### src/rtl/cfg_hdr_pkg.sv
package cfg_hdr_pkg;

  localparam int NSLOT      = 6;   // base-address slots in the header
  localparam int SLOT_DW0   = 4;   // dword index of the first slot (0x10)

  localparam int DW_IDENT   = 0;
  localparam int DW_CMDSTS  = 1;
  localparam int DW_CLASS   = 2;
  localparam int DW_MISC    = 3;
  localparam int DW_SUBSYS  = 11;
  localparam int DW_CAPPTR  = 13;

  // First slot taken by window w, given reserved slots and 64-bit flags.
  function automatic int win_first_slot(int w, int skip, logic [NSLOT-1:0] w64);
    int s;
    s = skip;
    for (int j = 0; j < NSLOT; j++)
      if (j < w) s += w64[j] ? 2 : 1;
    return s;
  endfunction

  function automatic bit win_fits(int w, int skip, int nwin, logic [NSLOT-1:0] w64);
    int first;
    first = win_first_slot(w, skip, w64);
    return (w < nwin) && ((first + (w64[w] ? 1 : 0)) < NSLOT);
  endfunction

  // Window that owns a slot, or -1 when the slot is free.
  function automatic int slot_owner(int slot, int skip, int nwin, logic [NSLOT-1:0] w64);
    int r;
    int first;
    r = -1;
    for (int j = 0; j < NSLOT; j++) begin
      first = win_first_slot(j, skip, w64);
      if (win_fits(j, skip, nwin, w64)) begin
        if (first == slot) r = j;
        if (w64[j] && (first + 1 == slot)) r = j;
      end
    end
    return r;
  endfunction

  // True when the slot is the high half of a 64-bit window.
  function automatic bit slot_upper(int slot, int skip, int nwin, logic [NSLOT-1:0] w64);
    bit r;
    r = 1'b0;
    for (int j = 0; j < NSLOT; j++)
      if (win_fits(j, skip, nwin, w64) && w64[j] &&
          (win_first_slot(j, skip, w64) + 1 == slot))
        r = 1'b1;
    return r;
  endfunction

endpackage

### src/rtl/cfg_cmd_reg.sv
module cfg_cmd_reg #(
  parameter logic [15:0] RST_VAL = 16'h0080,
  parameter logic [15:0] WR_MASK = 16'h01BF
) (
  input  logic        clk,
  input  logic        rst_n,
  input  logic        we,
  input  logic [1:0]  be,
  input  logic [15:0] wdata,
  output logic [15:0] q
);

  logic [15:0] bit_en;
  logic [15:0] q_nxt;

  always_comb begin
    bit_en = {{8{be[1]}}, {8{be[0]}}} & WR_MASK;
    q_nxt  = (q & ~bit_en) | (wdata & bit_en);
  end

  always_ff @(posedge clk or negedge rst_n) begin
    if (!rst_n)  q <= RST_VAL;
    else if (we) q <= q_nxt;
  end

endmodule

### src/rtl/cfg_bar_win.sv
module cfg_bar_win #(
  parameter int SIZE_LOG2 = 12,   // at least 4 so flags never overlap address
  parameter bit IS64      = 1'b0,
  parameter bit IS_IO     = 1'b0,
  parameter bit IS_PREF   = 1'b0
) (
  input  logic        clk,
  input  logic        rst_n,
  input  logic        wr_lo,
  input  logic        wr_hi,
  input  logic [3:0]  be,
  input  logic [31:0] wdata,
  output logic [31:0] rd_lo,
  output logic [31:0] rd_hi
);

  localparam logic [63:0] SPAN  = 64'd1 << SIZE_LOG2;
  localparam logic [31:0] ALIGN = 32'(~(SPAN - 64'd1));
  localparam logic [3:0]  FLAGS = {IS_PREF, IS64, 1'b0, IS_IO};

  logic [31:0] byte_en;
  logic [31:0] lo_q, lo_nxt;

  always_comb begin
    byte_en = {{8{be[3]}}, {8{be[2]}}, {8{be[1]}}, {8{be[0]}}};
    lo_nxt  = ((lo_q & ~byte_en) | (wdata & byte_en)) & ALIGN;
  end

  always_ff @(posedge clk or negedge rst_n) begin
    if (!rst_n)     lo_q <= '0;
    else if (wr_lo) lo_q <= lo_nxt;
  end

  assign rd_lo = lo_q | {28'd0, FLAGS};

  if (IS64) begin : g_hi
    logic [31:0] hi_q, hi_nxt;
    always_comb hi_nxt = (hi_q & ~byte_en) | (wdata & byte_en);
    always_ff @(posedge clk or negedge rst_n) begin
      if (!rst_n)     hi_q <= '0;
      else if (wr_hi) hi_q <= hi_nxt;
    end
    assign rd_hi = hi_q;
  end else begin : g_no_hi
    logic unused_wr_hi;
    assign unused_wr_hi = wr_hi;
    assign rd_hi = '0;
  end

endmodule

### src/rtl/cfg_hdr_regs.sv
module cfg_hdr_regs
  import cfg_hdr_pkg::*;
#(
  parameter int          ADDR_W     = 8,
  parameter logic [15:0] VENDOR_ID  = 16'h1D5A,
  parameter logic [15:0] DEVICE_ID  = 16'h0C31,
  parameter logic [23:0] CLASS_CODE = 24'h0C0500,
  parameter logic [7:0]  REVISION   = 8'h02,
  parameter logic [7:0]  CACHE_LINE = 8'h10,
  parameter logic [7:0]  LAT_TIMER  = 8'h20,
  parameter logic [7:0]  HDR_TYPE   = 8'h00,
  parameter logic [7:0]  BIST_VAL   = 8'h00,
  parameter logic [15:0] SUB_VENDOR = 16'h1D5A,
  parameter logic [15:0] SUB_ID     = 16'h0001,
  parameter logic [7:0]  CAP_PTR    = 8'h40,
  parameter logic [15:0] STATUS_VAL = 16'h0000,
  parameter logic [15:0] CMD_RESET  = 16'h0080,
  parameter logic [15:0] CMD_MASK   = 16'h01BF,
  parameter int          SKIP_SLOTS = 1,
  parameter int          NUM_WIN    = 3,
  // Per window w: size log2 in [6w+:6], flags in bit w
  parameter logic [6*NSLOT-1:0] WIN_LOG2 = {6'd0, 6'd0, 6'd0, 6'd5, 6'd20, 6'd12},
  parameter logic [NSLOT-1:0]   WIN_64   = 6'b000010,
  parameter logic [NSLOT-1:0]   WIN_IO   = 6'b000100,
  parameter logic [NSLOT-1:0]   WIN_PREF = 6'b000010
) (
  input  logic              clk,
  input  logic              rst_n,
  input  logic [ADDR_W-1:0] reg_addr,
  input  logic              reg_we,
  input  logic [3:0]        reg_be,
  input  logic [31:0]       reg_wdata,
  output logic [31:0]       reg_rdata,
  output logic              bar_wr_pulse
);

  localparam int DW_W = ADDR_W - 2;

  logic [DW_W-1:0] dw;
  logic            unused_lsb;
  assign dw         = reg_addr[ADDR_W-1:2];
  assign unused_lsb = ^reg_addr[1:0];

  // Command register
  logic [15:0] cmd_q;
  logic        cmd_we;
  assign cmd_we = reg_we && (dw == DW_W'(DW_CMDSTS));

  cfg_cmd_reg #(.RST_VAL(CMD_RESET), .WR_MASK(CMD_MASK)) u_cmd (
    .clk   (clk),
    .rst_n (rst_n),
    .we    (cmd_we),
    .be    (reg_be[1:0]),
    .wdata (reg_wdata[15:0]),
    .q     (cmd_q)
  );

  // Address windows
  logic [31:0] win_lo [NSLOT];
  logic [31:0] win_hi [NSLOT];

  for (genvar gw = 0; gw < NSLOT; gw++) begin : g_win
    localparam int FIRST = win_first_slot(gw, SKIP_SLOTS, WIN_64);
    if (win_fits(gw, SKIP_SLOTS, NUM_WIN, WIN_64)) begin : g_on
      logic wr_lo, wr_hi;
      assign wr_lo = reg_we && (dw == DW_W'(SLOT_DW0 + FIRST));
      assign wr_hi = reg_we && WIN_64[gw] && (dw == DW_W'(SLOT_DW0 + FIRST + 1));
      cfg_bar_win #(
        .SIZE_LOG2 (int'(WIN_LOG2[6*gw +: 6])),
        .IS64      (WIN_64[gw]),
        .IS_IO     (WIN_IO[gw]),
        .IS_PREF   (WIN_PREF[gw])
      ) u_win (
        .clk   (clk),
        .rst_n (rst_n),
        .wr_lo (wr_lo),
        .wr_hi (wr_hi),
        .be    (reg_be),
        .wdata (reg_wdata),
        .rd_lo (win_lo[gw]),
        .rd_hi (win_hi[gw])
      );
    end else begin : g_off
      assign win_lo[gw] = '0;
      assign win_hi[gw] = '0;
    end
  end

  // Slot to window linkage
  logic [31:0]      slot_rd [NSLOT];
  logic [NSLOT-1:0] slot_linked;

  for (genvar gs = 0; gs < NSLOT; gs++) begin : g_slot
    localparam int OWN = slot_owner(gs, SKIP_SLOTS, NUM_WIN, WIN_64);
    localparam bit UP  = slot_upper(gs, SKIP_SLOTS, NUM_WIN, WIN_64);
    if (OWN < 0) begin : g_free
      assign slot_rd[gs]     = '0;
      assign slot_linked[gs] = 1'b0;
    end else if (UP) begin : g_upper
      assign slot_rd[gs]     = win_hi[OWN];
      assign slot_linked[gs] = 1'b1;
    end else begin : g_lower
      assign slot_rd[gs]     = win_lo[OWN];
      assign slot_linked[gs] = 1'b1;
    end
  end

  logic       in_slots;
  logic [2:0] sidx;
  assign in_slots = (dw >= DW_W'(SLOT_DW0)) && (dw < DW_W'(SLOT_DW0 + NSLOT));
  assign sidx     = 3'(dw - DW_W'(SLOT_DW0));

  // Read mux
  always_comb begin
    reg_rdata = '0;
    if (in_slots) begin
      reg_rdata = slot_rd[sidx];
    end else begin
      case (dw)
        DW_W'(DW_IDENT):  reg_rdata = {DEVICE_ID, VENDOR_ID};
        DW_W'(DW_CMDSTS): reg_rdata = {STATUS_VAL, cmd_q};
        DW_W'(DW_CLASS):  reg_rdata = {CLASS_CODE, REVISION};
        DW_W'(DW_MISC):   reg_rdata = {BIST_VAL, HDR_TYPE, LAT_TIMER, CACHE_LINE};
        DW_W'(DW_SUBSYS): reg_rdata = {SUB_ID, SUB_VENDOR};
        DW_W'(DW_CAPPTR): reg_rdata = {24'd0, CAP_PTR};
        default:          reg_rdata = '0;
      endcase
    end
  end

  // Refresh pulse
  logic pulse_nxt, pulse_q;
  always_comb pulse_nxt = reg_we && in_slots && slot_linked[sidx];

  always_ff @(posedge clk or negedge rst_n) begin
    if (!rst_n) pulse_q <= 1'b0;
    else        pulse_q <= pulse_nxt;
  end

  assign bar_wr_pulse = pulse_q;

endmodule

### config.mk
export PLATFORM = sky130hd
export DESIGN_NAME = cfg_hdr_regs
export DESIGN_NICKNAME = d
export VERILOG_FILES = /design/src/rtl/cfg_hdr_pkg.sv /design/src/rtl/cfg_cmd_reg.sv /design/src/rtl/cfg_bar_win.sv /design/src/rtl/cfg_hdr_regs.sv
export SDC_FILE = /design/constraint.sdc
export NUM_CORES = 1
export LEC_CHECK = 0
export ABC_AREA = 1
export BUFFER_PORTS_ARGS = -buffer_cell sky130_fd_sc_hd__buf_2
export CORE_MARGIN = 4
export CORE_UTILIZATION = 40
export CTS_CLUSTER_SIZE = 40
export DETAILED_ROUTE_END_ITERATION = 8
export GPL_ROUTABILITY_DRIVEN = 1
export PLACE_DENSITY = 0.61
export SLEW_MARGIN = 20
export SYNTH_ARGS = -nofsm -noshare
export SYNTH_HDL_FRONTEND = slang
export SYNTH_SLANG_ARGS = --single-unit
### constraint.sdc
create_clock -name clk -period 2.08 [get_ports clk]
set_input_delay 0.52 -clock clk [delete_from_list [all_inputs] [get_ports clk]]
set_output_delay 0.52 -clock clk [all_outputs]
set_load 0.02 [all_outputs]
==> qor.csv <==
metric;value;unit
IO buf count;77;
Static Leakage;3.60;nW
CP endpoint kind;output port;
unrepaired setup endpoints after global routing;true;
Multi-input gate area;0.00259;sq mm
critical path class;input port to output port;
Post-Syn Area;0.00521;sq mm
clock buffer depth;2;
GRT met3 Usage;3.16;%
Most Used Layer, Global Route;met2;
worst path required time;1.56;ns
routed len/inst;15.9;um
first-pass GRT wire length;24.1;mm
Tmin final;2.15;ns
vias in the first global route;4565;
Synth top area share;47.5;%
Initial Utilization;41.1;%
GPL Wtd Cong;0.861;
CTS Buf Count;9;
Hold Crit Class;input port to asynchronous set/reset pin;
hold_buf cts;0;
detailed placer's ending HPWL;10.5;mm
leading register cell type out of synthesis;dfrtp_1;
fin nets;830;
Util after Layout;55.5;%
CTS clk-pin slew, worst paths;0.06;ns
max incr delay on CP;0.23;ns
dominant cells by area after synthesis;dfrtp_1 (48%), nand2_1 (18%), nand4_1 (4.1%), nand3_1 (3.6%), o21ai_1 (3.6%);
crit start category;input port;
most frequent cells after synthesis;nand2_1 (252), dfrtp_1 (99), inv_1 (43);
initial antenna violation count;0;
Final ANT Viol Nets;0;
# setup viols final;29;
slowest stage cell, crit path;o21ai_4;
met1 usage;29.7;%
TritonCTS clock tree;built;
cell count after synthesis;665;
cell taking the most area after synthesis;dfrtp_1;
Final WS setup;-0.0679;ns
largest net degree at the start of global routing;101;
Inst Count DP;933;
Clock Latency Late Sink;0.35;ns
syn_area_per_cell;7.84;sq um
critical path peak fanout;6;
Pwr Density;642;mW/mm^2
H-tree levels;3;
Tcrit/Tclk final;103;%
DR iter-0 viols;392;
ratio of cells with drive above 1 in the final layout;31.0;%
Ports;80;
Netlist cell types;28;
clk_skew;0;ns
Layout fillers;1182;
#FFs+latches synth;100;
GR Overflow Total;0;
CP Data Arrival Time;1.63;ns
max_cap viols;0;
wirelength, routed;15.2;mm
row cnt;41;
core area;0.0127;sq mm
Post-synth EDFFs;0;
Post-Place Worst Slack;-0.208;ns
Max Transition Viols Final;0;
failing checks;setup timing;
syn_nets;712;
P&R area growth vs syn;34.9;%
hold violation count in the final report;0;
asr flop ratio synth;100;%
Die Wd;122;um
Remaining DRCs;0;
synth warn;0;
worst reg2reg path depth;2;
# diodes;0;
Non-Filler Instances;958;
vias per cell;5.13;
Slew @ Worst Pin;0.540;ns
All-Layer GR Usage;20.8;%
FMAX;466;MHz
Placed Area;0.00616;sq mm
worst ir drop on vdd;388;uV
sequential element share of the synthesized area;48.0;%
worst path cell trace;buf_8, nor2_4, nand2_2, o21ai_4, inv_4, buf_12, a21oi_2, buf_4;
Design Area, Final;0.00704;sq mm
CTS root buf;clkbuf_16;
chip height;122;um
area taken by flip-flops and latches;0.00250;sq mm
M2 GR Usage;32.7;%
Slew headroom;64.0;%
vias;4912;
status;complete, but fails checks;
dominant cell by count in the synthesized netlist;nand2_1;
worst hold margin;0.226;ns
Initial DRT Pass Iterations;5;
die area;0.0149;sq mm
setup slack, reg-to-reg;1.34;ns
Clock Sinks;100;
## cell families (layout without fill, tap and decap cells)
logic type      after synthesis  count (layout)  share of synthesized area [%]
simple gates                386             387                           35.0
flops                       100             100                           48.0
compound gates               94              94                           9.53
buf+inv                      85             205                           7.44
## worst max-delay path, delay by kind of cell
family	cells	cell delay [ns]
buf+inv	4	0.50
simple gates	2	0.27
compound gates	2	0.33
## cells in the final DEF, fill, tap and decap left out, types with 2 or more instances in the layout
cell type and instances:
inv_2 4, nand3b_1 7, nor2_2 5, a21oi_4 8, buf_12 7, o21ai_0 33, dfrtp_1 99, nor2_8 3
nand3_1 31, or2_2 7, buf_8 4, inv_1 41, inv_4 4, clkbuf_8 2, nand3_2 9, nand4_4 4
nor2_4 9, buf_2 38, nand2_4 6, a21oi_1 11, clkbuf_16 10, o21ai_1 37, buf_4 55, nand4_2 3
nand2_2 21, buf_6 37, nor2_1 21, nand2_1 227, nand4_1 34, a21oi_2 4
## power breakdown
group	switching (mW)	total (mW)	internal, mW
combinational	0.382	0.648	0.266
sequential	0.0886	2.19	2.10
clock	0.693	1.68	0.983
total	1.16	4.51	3.35
## final cells by class
type                       instances  area share (%)
multi-input combinational        481            36.8
sequential                       100            35.6
clock buffer                      12            3.65
timing repair buffer             142            17.7
clock inverter                     2           0.498
inverter                          49            2.76
tap                              172            3.06
## layer usage
layer / part of all wire (%) / vias up
li1: - / 2406
met2: 46 / 148
met1: 46 / 2339
met3: 5.3 / 19
met5: 0 / -
met4: 2.1 / 0
## repair_timing
action	in CTS	in global routing
resized for setup	80	61
setup buffers	6	3
endpoints found under the setup margin	32	32
pin swaps	7	19
cloned	0	2
## through the flow
step	TNS [ns]	total power [mW]
2_1_floorplan	-0.195	2.53
3_3_place_gp	-5.33	2.77
3_5_place_dp	-5.44	2.79
4_1_cts	-0.463	4.52
5_1_grt	-2.66	4.72
6_report	-0.898	4.51
## worst max path at each step
stage,startpoint,to,cells past startpoint
finish,reg_addr[7],reg_rdata[29],8
global route,reg_addr[7],reg_rdata[3],8
CTS,reg_addr[7],reg_rdata[29],8
detailed placement,reg_addr[6],reg_rdata[29],8
global placement,reg_addr[2],reg_rdata[26],11
floorplan,reg_addr[6],reg_rdata[15],7
No activity file was read; power rests on OpenSTA's default activity.
